===== config.mk =====
export PLATFORM = sky130hd
export DESIGN_NAME = maxdot_defuzzifier
export DESIGN_NICKNAME = d
export VERILOG_FILES = /design/src/rtl/maxdot_defuz_pkg.sv /design/src/rtl/maxdot_term_stage.sv /design/src/rtl/maxdot_mac_lane.sv /design/src/rtl/maxdot_divider.sv /design/src/rtl/maxdot_defuzzifier.sv
export SDC_FILE = /design/constraint.sdc
export NUM_CORES = 1
export LEC_CHECK = 0
export BUFFER_PORTS_ARGS = -buffer_cell sky130_fd_sc_hd__buf_2
export CAP_MARGIN = 10
export CORE_ASPECT_RATIO = 0.9
export CORE_MARGIN = 2
export CORE_UTILIZATION = 55
export CTS_CLUSTER_DIAMETER = 120
export DETAILED_ROUTE_END_ITERATION = 12
export GPL_TIMING_DRIVEN = 1
export PLACE_DENSITY = 0.72
export SETUP_SLACK_MARGIN = 0.2
export SYNTH_ARGS = -nofsm -noshare
export SYNTH_HDL_FRONTEND = slang
export SYNTH_SLANG_ARGS = --single-unit

===== constraint.sdc =====
create_clock -name clk -period 5.66 [get_ports clk]
set_input_delay 1.132 -clock clk [delete_from_list [all_inputs] [get_ports clk]]
set_output_delay 1.132 -clock clk [all_outputs]
set_load 0.005 [all_outputs]

===== src/rtl/maxdot_defuz_pkg.sv =====
package maxdot_defuz_pkg;
  localparam int WGT_W     = 8;
  localparam int AREA_W    = 8;
  localparam int MOM_W     = 18;
  localparam int OUT_W     = 10;
  localparam int IDX_W     = 4;
  localparam int CIDX_W    = 5;
  localparam int MAX_TERMS = 16;

  typedef enum logic [1:0] {
    DV_IDLE  = 2'd0,
    DV_CHECK = 2'd1,
    DV_RUN   = 2'd2
  } div_state_e;
endpackage


===== src/rtl/maxdot_term_stage.sv =====
module maxdot_term_stage #(
  parameter int WGT_W  = 8,
  parameter int CIDX_W = 5
) (
  input  logic              clk,
  input  logic              rst_n,
  input  logic              in_valid,
  output logic              in_ready,
  input  logic [WGT_W-1:0]  in_omega,
  input  logic [CIDX_W-1:0] in_cidx,
  input  logic              in_last,
  input  logic              hold,
  output logic              s_valid,
  output logic [WGT_W-1:0]  s_omega,
  output logic [CIDX_W-1:0] s_cidx,
  output logic              s_last,
  output logic              s_fire
);
  assign s_fire   = s_valid && !hold;
  assign in_ready = !s_valid || s_fire;

  always_ff @(posedge clk or negedge rst_n) begin
    if (!rst_n) begin
      s_valid <= 1'b0;
      s_omega <= '0;
      s_cidx  <= '0;
      s_last  <= 1'b0;
    end else if (in_ready) begin
      s_valid <= in_valid;
      if (in_valid) begin
        s_omega <= in_omega;
        s_cidx  <= in_cidx;
        s_last  <= in_last;
      end
    end
  end
endmodule


===== src/rtl/maxdot_mac_lane.sv =====
module maxdot_mac_lane #(
  parameter int WGT_W  = 8,
  parameter int TERM_W = 18,
  parameter int ACC_W  = 31
) (
  input  logic              clk,
  input  logic              rst_n,
  input  logic              step,
  input  logic              step_last,
  input  logic [WGT_W-1:0]  weight,
  input  logic [TERM_W-1:0] term,
  output logic [ACC_W-1:0]  total
);
  localparam int PROD_W = WGT_W + TERM_W;

  logic [PROD_W-1:0] prod;
  logic [ACC_W-1:0]  acc_q;

  assign prod  = weight * term;
  assign total = acc_q + ACC_W'(prod);

  always_ff @(posedge clk or negedge rst_n) begin
    if (!rst_n) begin
      acc_q <= '0;
    end else if (step) begin
      acc_q <= step_last ? '0 : total;
    end
  end
endmodule


===== src/rtl/maxdot_divider.sv =====
module maxdot_divider
  import maxdot_defuz_pkg::*;
#(
  parameter int NUM_W = 31,
  parameter int DEN_W = 21,
  parameter int Q_W   = 10
) (
  input  logic             clk,
  input  logic             rst_n,
  input  logic             start,
  input  logic [NUM_W-1:0] num,
  input  logic [DEN_W-1:0] den,
  output logic             busy,
  output logic             done,
  output logic [Q_W-1:0]   quot
);
  localparam int WIDE_W = (NUM_W > DEN_W + Q_W) ? NUM_W : DEN_W + Q_W;
  localparam int CNT_W  = $clog2(Q_W);

  div_state_e         state_q;
  logic [WIDE_W-1:0]  rem_q;
  logic [WIDE_W-1:0]  dsh_q;
  logic [DEN_W-1:0]   den_q;
  logic [Q_W-1:0]     q_q;
  logic [CNT_W-1:0]   cnt_q;
  logic               done_q;

  assign busy = (state_q != DV_IDLE);
  assign done = done_q;
  assign quot = q_q;

  always_ff @(posedge clk or negedge rst_n) begin
    if (!rst_n) begin
      state_q <= DV_IDLE;
      rem_q   <= '0;
      dsh_q   <= '0;
      den_q   <= '0;
      q_q     <= '0;
      cnt_q   <= '0;
      done_q  <= 1'b0;
    end else begin
      done_q <= 1'b0;
      unique case (state_q)
        DV_IDLE: begin
          if (start) begin
            rem_q   <= WIDE_W'(num);
            den_q   <= den;
            state_q <= DV_CHECK;
          end
        end
        DV_CHECK: begin
          if (den_q == '0) begin
            q_q     <= '0;
            done_q  <= 1'b1;
            state_q <= DV_IDLE;
          end else if ((WIDE_W'(den_q) << Q_W) <= rem_q) begin
            q_q     <= '1;
            done_q  <= 1'b1;
            state_q <= DV_IDLE;
          end else begin
            dsh_q   <= WIDE_W'(den_q) << (Q_W - 1);
            cnt_q   <= CNT_W'(Q_W - 1);
            state_q <= DV_RUN;
          end
        end
        DV_RUN: begin
          if (rem_q >= dsh_q) begin
            rem_q <= rem_q - dsh_q;
            q_q   <= {q_q[Q_W-2:0], 1'b1};
          end else begin
            q_q   <= {q_q[Q_W-2:0], 1'b0};
          end
          dsh_q <= dsh_q >> 1;
          if (cnt_q == '0) begin
            done_q  <= 1'b1;
            state_q <= DV_IDLE;
          end else begin
            cnt_q <= cnt_q - 1'b1;
          end
        end
        default: state_q <= DV_IDLE;
      endcase
    end
  end
endmodule


===== src/rtl/maxdot_defuzzifier.sv =====
module maxdot_defuzzifier
  import maxdot_defuz_pkg::*;
#(
  parameter int P_WGT_W     = WGT_W,
  parameter int P_AREA_W    = AREA_W,
  parameter int P_MOM_W     = MOM_W,
  parameter int P_OUT_W     = OUT_W,
  parameter int P_IDX_W     = IDX_W,
  parameter int P_CIDX_W    = CIDX_W,
  parameter int P_MAX_TERMS = MAX_TERMS
) (
  input  logic                clk,
  input  logic                rst_n,
  input  logic [P_IDX_W-1:0]  cfg_last_idx,
  input  logic                in_valid,
  output logic                in_ready,
  input  logic [P_WGT_W-1:0]  in_omega,
  input  logic [P_CIDX_W-1:0] in_cidx,
  input  logic                in_last,
  output logic [P_CIDX_W-1:0] cons_addr,
  input  logic [P_AREA_W-1:0] cons_area,
  input  logic [P_MOM_W-1:0]  cons_moment,
  output logic                out_strobe,
  output logic [P_OUT_W-1:0]  out_value,
  output logic [P_IDX_W-1:0]  out_index,
  output logic                out_eop
);
  localparam int GUARD_W = $clog2(P_MAX_TERMS + 1);
  localparam int NUM_W   = P_WGT_W + P_MOM_W + GUARD_W;
  localparam int DEN_W   = P_WGT_W + P_AREA_W + GUARD_W;

  logic                s_valid, s_last, s_fire, hold;
  logic [P_WGT_W-1:0]  s_omega;
  logic [P_CIDX_W-1:0] s_cidx;
  logic [NUM_W-1:0]    num_total;
  logic [DEN_W-1:0]    den_total;
  logic                div_start, div_busy, div_done;
  logic [P_OUT_W-1:0]  div_quot;

  logic                strobe_q, eop_q;
  logic [P_OUT_W-1:0]  value_q;
  logic [P_IDX_W-1:0]  index_q, next_idx_q;

  assign hold      = s_last && div_busy;
  assign div_start = s_valid && s_last && !div_busy;
  assign cons_addr = s_cidx;

  maxdot_term_stage #(.WGT_W(P_WGT_W), .CIDX_W(P_CIDX_W)) u_stage (
    .clk      (clk),
    .rst_n    (rst_n),
    .in_valid (in_valid),
    .in_ready (in_ready),
    .in_omega (in_omega),
    .in_cidx  (in_cidx),
    .in_last  (in_last),
    .hold     (hold),
    .s_valid  (s_valid),
    .s_omega  (s_omega),
    .s_cidx   (s_cidx),
    .s_last   (s_last),
    .s_fire   (s_fire)
  );

  // numerator lane: weighted moment terms
  maxdot_mac_lane #(.WGT_W(P_WGT_W), .TERM_W(P_MOM_W), .ACC_W(NUM_W)) u_num_lane (
    .clk       (clk),
    .rst_n     (rst_n),
    .step      (s_fire),
    .step_last (s_last),
    .weight    (s_omega),
    .term      (cons_moment),
    .total     (num_total)
  );

  // denominator lane: weighted area terms
  maxdot_mac_lane #(.WGT_W(P_WGT_W), .TERM_W(P_AREA_W), .ACC_W(DEN_W)) u_den_lane (
    .clk       (clk),
    .rst_n     (rst_n),
    .step      (s_fire),
    .step_last (s_last),
    .weight    (s_omega),
    .term      (cons_area),
    .total     (den_total)
  );

  maxdot_divider #(.NUM_W(NUM_W), .DEN_W(DEN_W), .Q_W(P_OUT_W)) u_div (
    .clk   (clk),
    .rst_n (rst_n),
    .start (div_start),
    .num   (num_total),
    .den   (den_total),
    .busy  (div_busy),
    .done  (div_done),
    .quot  (div_quot)
  );

  always_ff @(posedge clk or negedge rst_n) begin
    if (!rst_n) begin
      strobe_q   <= 1'b0;
      value_q    <= '0;
      index_q    <= '0;
      next_idx_q <= '0;
    end else begin
      strobe_q <= div_done;
      if (div_done) begin
        value_q    <= div_quot;
        index_q    <= next_idx_q;
        next_idx_q <= (next_idx_q == cfg_last_idx) ? '0 : next_idx_q + 1'b1;
      end
    end
  end

  always_ff @(posedge clk or negedge rst_n) begin
    if (!rst_n) begin
      eop_q <= 1'b0;
    end else if (strobe_q) begin
      if (index_q == cfg_last_idx) begin
        eop_q <= 1'b0;
      end else if ((cfg_last_idx != '0) && (index_q == P_IDX_W'(cfg_last_idx - 1'b1))) begin
        eop_q <= 1'b1;
      end
    end
  end

  assign out_strobe = strobe_q;
  assign out_value  = value_q;
  assign out_index  = index_q;
  assign out_eop    = eop_q || (strobe_q && (cfg_last_idx == '0));
endmodule


* Yosys cells after proc, flatten, opt, wreduce, memory -nomap -nowiden
Cells that the tools add are included.
Word-level totals: register bits 187, output and inout port bits 22, logic and storage cells 96
Operators by class: add/sub/neg operators 6, multipliers 2, $lt $le $gt $ge 2, eq/ne operators 12, multiplexer cells 28, reductions and logical operators 28
Operator list (number):
- $mux W31 | 5
- $pmux W31 S2 | 2
- $add A31 B26 Y31 | 1
- $ge A31 B31 Y1 | 1
- $le A31 B31 Y1 | 1
- $sub A31 B31 Y31 | 1
- $mul A8 B18 Y26 | 1
- $add A21 B16 Y21 | 1
- $logic_not A21 Y1 | 1
- $mux W21 | 1
- $mux W10 | 2
- $pmux W10 S2 | 1
- $mul A8 B8 Y16 | 1
- $mux W4 | 4
- $eq A4 B4 Y1 | 3
- $reduce_and A2 Y1 | 5
- $logic_not A4 Y1 | 2
- $mux W2 | 4
- $ne A2 B2 Y1 const B | 4
- $pmux W4 S2 | 1
- $reduce_bool A2 Y1 | 4
- $sub A4 B1 Y4 const B | 2
- $logic_and A1 B1 Y1 | 6
- $mux W1 | 6
- 13 further kinds | 18

* Depth between registers and ports, before layout
depth in word-level cells 6, gate-level depth with buffers 21, mapped depth without buffers 19

* Modules after synthesis
Synthesis repeated with hierarchy kept, for this count alone.
Unflattened totals: cells, all modules 2021, area total of the unflattened synthesis 18726.7 um2
By module, submodules not included:
- maxdot_mac_lane (u_num_lane) | instances 1, cells each 748, area an instance 6775.2 um2, sequential area each 775.7 um2
- maxdot_divider | instances 1, cells each 757, area an instance 6752.7 um2, sequential area each 2477.4 um2
- maxdot_mac_lane (u_den_lane) | instances 1, cells each 405, area an instance 3607.2 um2, sequential area each 525.5 um2
- maxdot_defuzzifier | instances 1, cells each 77, area an instance 963.4 um2, sequential area each 500.5 um2
- maxdot_term_stage | instances 1, cells each 34, area an instance 628.1 um2, sequential area each 375.4 um2

* Worst setup path after synthesis
Ideal clock, no wire load.
path kind input -> register, start point input cons_moment[7], end point register u_div.rem_q[30], arrival 5378 ps, path slack 163 ps, cell stages on the path 17, path buffers 0, path through and2_1 > fa_1 > fa_1 > fa_1 > inv_1 > fa_1 > inv_1 > ha_1 > or4_1 > o21ai_0 > a211o_1 > a21oi_1 > o41ai_2 > a31oi_1 > xnor2_1 > nand3_1 > and3b_1
On the way: cells in the longest elaborated chain, start to end 4
Ends and longest elaborated chain:
- from (decl) | line maxdot_defuzzifier.sv:22 | input logic [P_MOM_W-1:0] cons_moment,
- $mul A8 B18 Y26 | line maxdot_mac_lane.sv:19 | assign prod = weight * term;
- $add A31 B26 Y31 | line maxdot_mac_lane.sv:20 | assign total = acc_q + ACC_W'(prod);
- $mux W31 | line maxdot_divider.sv:45 | if (start) begin
- $pmux W31 S2 | line maxdot_divider.sv:43 | unique case (state_q)
- to (signal assigned) | line maxdot_divider.sv:46 | rem_q <= WIDE_W'(num);
- to (signal assigned) | line maxdot_divider.sv:68 | rem_q <= rem_q - dsh_q;
- to (decl) | line maxdot_divider.sv:21 | logic [WIDE_W-1:0] rem_q;
Every way passes these cells. The select of a mux whose other input is x is not followed. A chain may end at the register's enable or synchronous reset.

* Worst setup path after layout
Same ends and word-level chain as after synthesis.

==> results.toml <==
[status]
run_status = "finished clean"

[sta]
postLayoutSetupSlackWorst_ns = 0.366
clock_skew_ns = 0.0168
setup-tns-final_ns = 0
final_min_period_over_clock_period_pct = 93.5
hold_violations = 0
grt_setup_unrepaired = "false"
fin_hold_ws_ns = 0.479
total_count_of_max_transition_violations_in_the_final_report = 0
period_needed_ns = 5.29
setup_viol = 0
fmax_ghz = 0.189
tightest_slew_ns = 1.07
slew_headroom_pct = 28.3

[clocking]
clock_insertion_delay_worst_skew_ns = 0.46
numCtsBuffers = 17
clk_path_buf_depth = 2
clkSinkCount = 186
htreeDepth = 4
cts_tree = "yes"
clkTransAtPathRegs_ns = 0.08
root_buffer = "sky130_fd_sc_hd__clkbuf_16"
hold_bufs_at_cts = 0

[floorplan]
die-width_um = 197
die_footprint_sq_mm = 0.0349
die_height_um = 177
boundaryPins = 69
initial_utilization_pct = 55.8
fp-row-count = 63
floorplan.core_area_sq_mm = 0.0329

[worst_setup_path]
critical_path.startpoint_type = "input pin"
critical_path.slowest_cell = "sky130_fd_sc_hd__fa_1"
cp.required_ns = 6.00
crit_path_cell_trace = "buf_4 -> and2_4 -> fa_1 -> fa_1 -> fa_1 -> inv_2 -> fa_1 -> inv_2 -> ha_4 -> or4_4 -> o21ai_2 -> a211o_1 -> a21oi_2 -> o41ai_2 -> a31oi_1 -> xnor2_1 -> nand3_1 -> and3b_1"
worst-setup-path-type = "input pin to register"
critical_path_arrival_ns = 5.64
worst-path-buf-inv = 3
crit_path_top_cell_by_count = "sky130_fd_sc_hd__fa_1"
cpPeakStageDelay_ns = 0.54
crit_path_max_fanout = 4
critPathTopFamily = "adder cells"
timing.critical_path.to_type = "register"

[route]
top_layer_used = "met4"
wl_met2_um = 21900
ant_nets = 0
dr.pass1.iters = 5
drc = 0
total_routed_wire_length_on_the_met1_layer_um = 20100
wl_per_cell_um = 17.4
wl_met3_um = 2400
1st_iter_drt_viols = 903
totalWireLength_um = 45400
num_vias = 14600
vias_per_cell = 5.61

[yosys]
synth_async_sr_flop_share_pct = 100
synth.area.top_cells = "sky130_fd_sc_hd__dfrtp_1, sky130_fd_sc_hd__fa_1, sky130_fd_sc_hd__ha_1"
synth_sequential_area_ratio_pct = 25.4
synthesis_stage_register_bit_count = 186
ys_types = 74
yosys.cell_count.top_type = "sky130_fd_sc_hd__inv_1"
synthesis.instances = 2042
synth-edff-count = 0
dominantRegCellSynth = "sky130_fd_sc_hd__dfrtp_1"
synth_area_leader_cell = "sky130_fd_sc_hd__dfrtp_1"
net_count_of_the_mapped_netlist = 2410
syn_area_sq_mm = 0.0184
synth.avg_cell_area_sq_um = 8.99
number_of_warning_messages_in_the_yosys_log = 0
synth_top_cells_by_count = "sky130_fd_sc_hd__inv_1, sky130_fd_sc_hd__nand2_1, sky130_fd_sc_hd__dfrtp_1"
synth_top_cell_area_share_pct = 25.4

[final_layout]
layout.cells.non_filler = 2604
finish.net_count = 2537
fillCellCount = 2764
flow.area_growth_from_synthesis_pct = 12.7
drive_gt1_share_pct = 14.9
diodes = 0

[placement]
port-buffer-count = 68
detailedPlace.worstSlack_ns = -0.294
place.detailed.instances = 2569
dp_hpwl_um = 35500
gp_congestion = 0.917

[grt]
overflow = 0
grt_pass1_vias = 15100
grt.total_usage_pct = 27.4
grt_first_pass_wirelength_um = 75800
grt_max_degree = 114
antenna_found_initial = 0

[job]
cap_violations = 0

[min_path]
hold_path_class = "register to register"
worst register-to-register path, cell delays in order, from the launching register on:
cell and delay (ns):
sky130_fd_sc_hd__dfrtp_2 0.54, sky130_fd_sc_hd__buf_4 0.22, sky130_fd_sc_hd__and2_4 0.14, sky130_fd_sc_hd__fa_1 0.56, sky130_fd_sc_hd__fa_1 0.44, sky130_fd_sc_hd__fa_1 0.51
sky130_fd_sc_hd__inv_2 0.04, sky130_fd_sc_hd__fa_1 0.47, sky130_fd_sc_hd__inv_1 0.04, sky130_fd_sc_hd__ha_2 0.17, sky130_fd_sc_hd__or4_4 0.51, sky130_fd_sc_hd__o21ai_2 0.09
sky130_fd_sc_hd__a211o_1 0.23, sky130_fd_sc_hd__a21oi_2 0.11, sky130_fd_sc_hd__o41ai_2 0.39, sky130_fd_sc_hd__a31oi_1 0.18, sky130_fd_sc_hd__xnor2_1 0.15, sky130_fd_sc_hd__nand3_1 0.08
sky130_fd_sc_hd__and3b_1 0.21
registers in the layout, indices dropped and copies added (netlist names):
name	cells
next_idx_q	4
u_stage.s_omega	8
u_num_lane.acc_q	31
eop_q	1
u_div.state_q	2
out_value	10
u_div.cnt_q	4
u_stage.s_cidx	5
u_den_lane.acc_q	21
u_div.done	1
out_index	4
u_div.rem_q	31
u_div.dsh_q	30
u_div.quot	10
u_div.den_q	21
u_stage.s_last	1
u_stage.s_valid	1
out_strobe	1
through the flow:
stage / utilization [%] / area [sq um]
3_3_place_gp: 60.5 / 19900
4_1_cts: 62.3 / 20500
3_5_place_dp: 60.5 / 19900
6_report: 62.9 / 20700
5_1_grt: 62.9 / 20700
2_1_floorplan: - / 18400
final timing paths:
check,start,end,slack (ns),depth (start not counted)
worst max-delay path,cons_moment[7],u_div.rem_q[30],0.37,18
worst min-delay path,u_den_lane.acc_q[1],u_den_lane.acc_q[1],0.48,2
worst max register to register,u_stage.s_omega[5],u_div.rem_q[30],0.46,18
worst min register to register,u_den_lane.acc_q[1],u_den_lane.acc_q[1],0.48,2
max in group asynchronous,rst_n,u_stage.s_omega[3],3.86,2
min in group asynchronous,rst_n,u_div.dsh_q[20],0.69,1
logic make-up after synthesis:
group | Yosys count | synth area share, %
simple gates | 556 | 14.6
buf+inv | 430 | 8.94
compound gates | 399 | 14.3
fa+ha+maj | 321 | 28.9
flops | 186 | 25.4
mux | 76 | 4.42
xor+xnor | 74 | 3.53
cell usage in the layout (no fill, tap or decap), drive strengths merged, types with 10 or more instances in the layout:
master,instances
o21ai,109
and2,126
a21o,48
nor3,19
dfrtp,186
a22o,20
nor2,69
mux2,40
a31oi,11
nand2,237
buf,183
nand3,37
a21oi,84
xor2,29
nor4,10
o21a,19
mux2i,36
o31ai,32
clkbuf,20
o21bai,11
ha,150
xnor2,45
inv,361
nand4,14
fa,171
cell type report:
type / instances / area (sq um) / area share (%)
multi-input combinational: 1426 / 12300 / 59.4
tap: 422 / 528 / 2.55
timing repair buffer: 184 / 1280 / 6.21
clock buffer: 19 / 443 / 2.14
inverter: 354 / 1330 / 6.42
clock inverter: 13 / 154 / 0.744
sequential: 186 / 4670 / 22.6
metal layers:
metal / GRT usage, % / vias to the layer above
li1: - / 6930
met1: 37.4 / 7267
met4: 7.11 / 0
met2: 46.1 / 351
met3: 4.28 / 64
met5: 0 / -
repair_timing:
item / 4_1_cts / 5_1_grt
pin swaps: 3 / 42
resized for setup: 2 / 68
endpoints found under the setup margin: 3 / 44
buffers inserted: 0 / 3
Power is not shown: default switching activity piles up to over one toggle a cycle in this logic, so the estimate is an artifact.
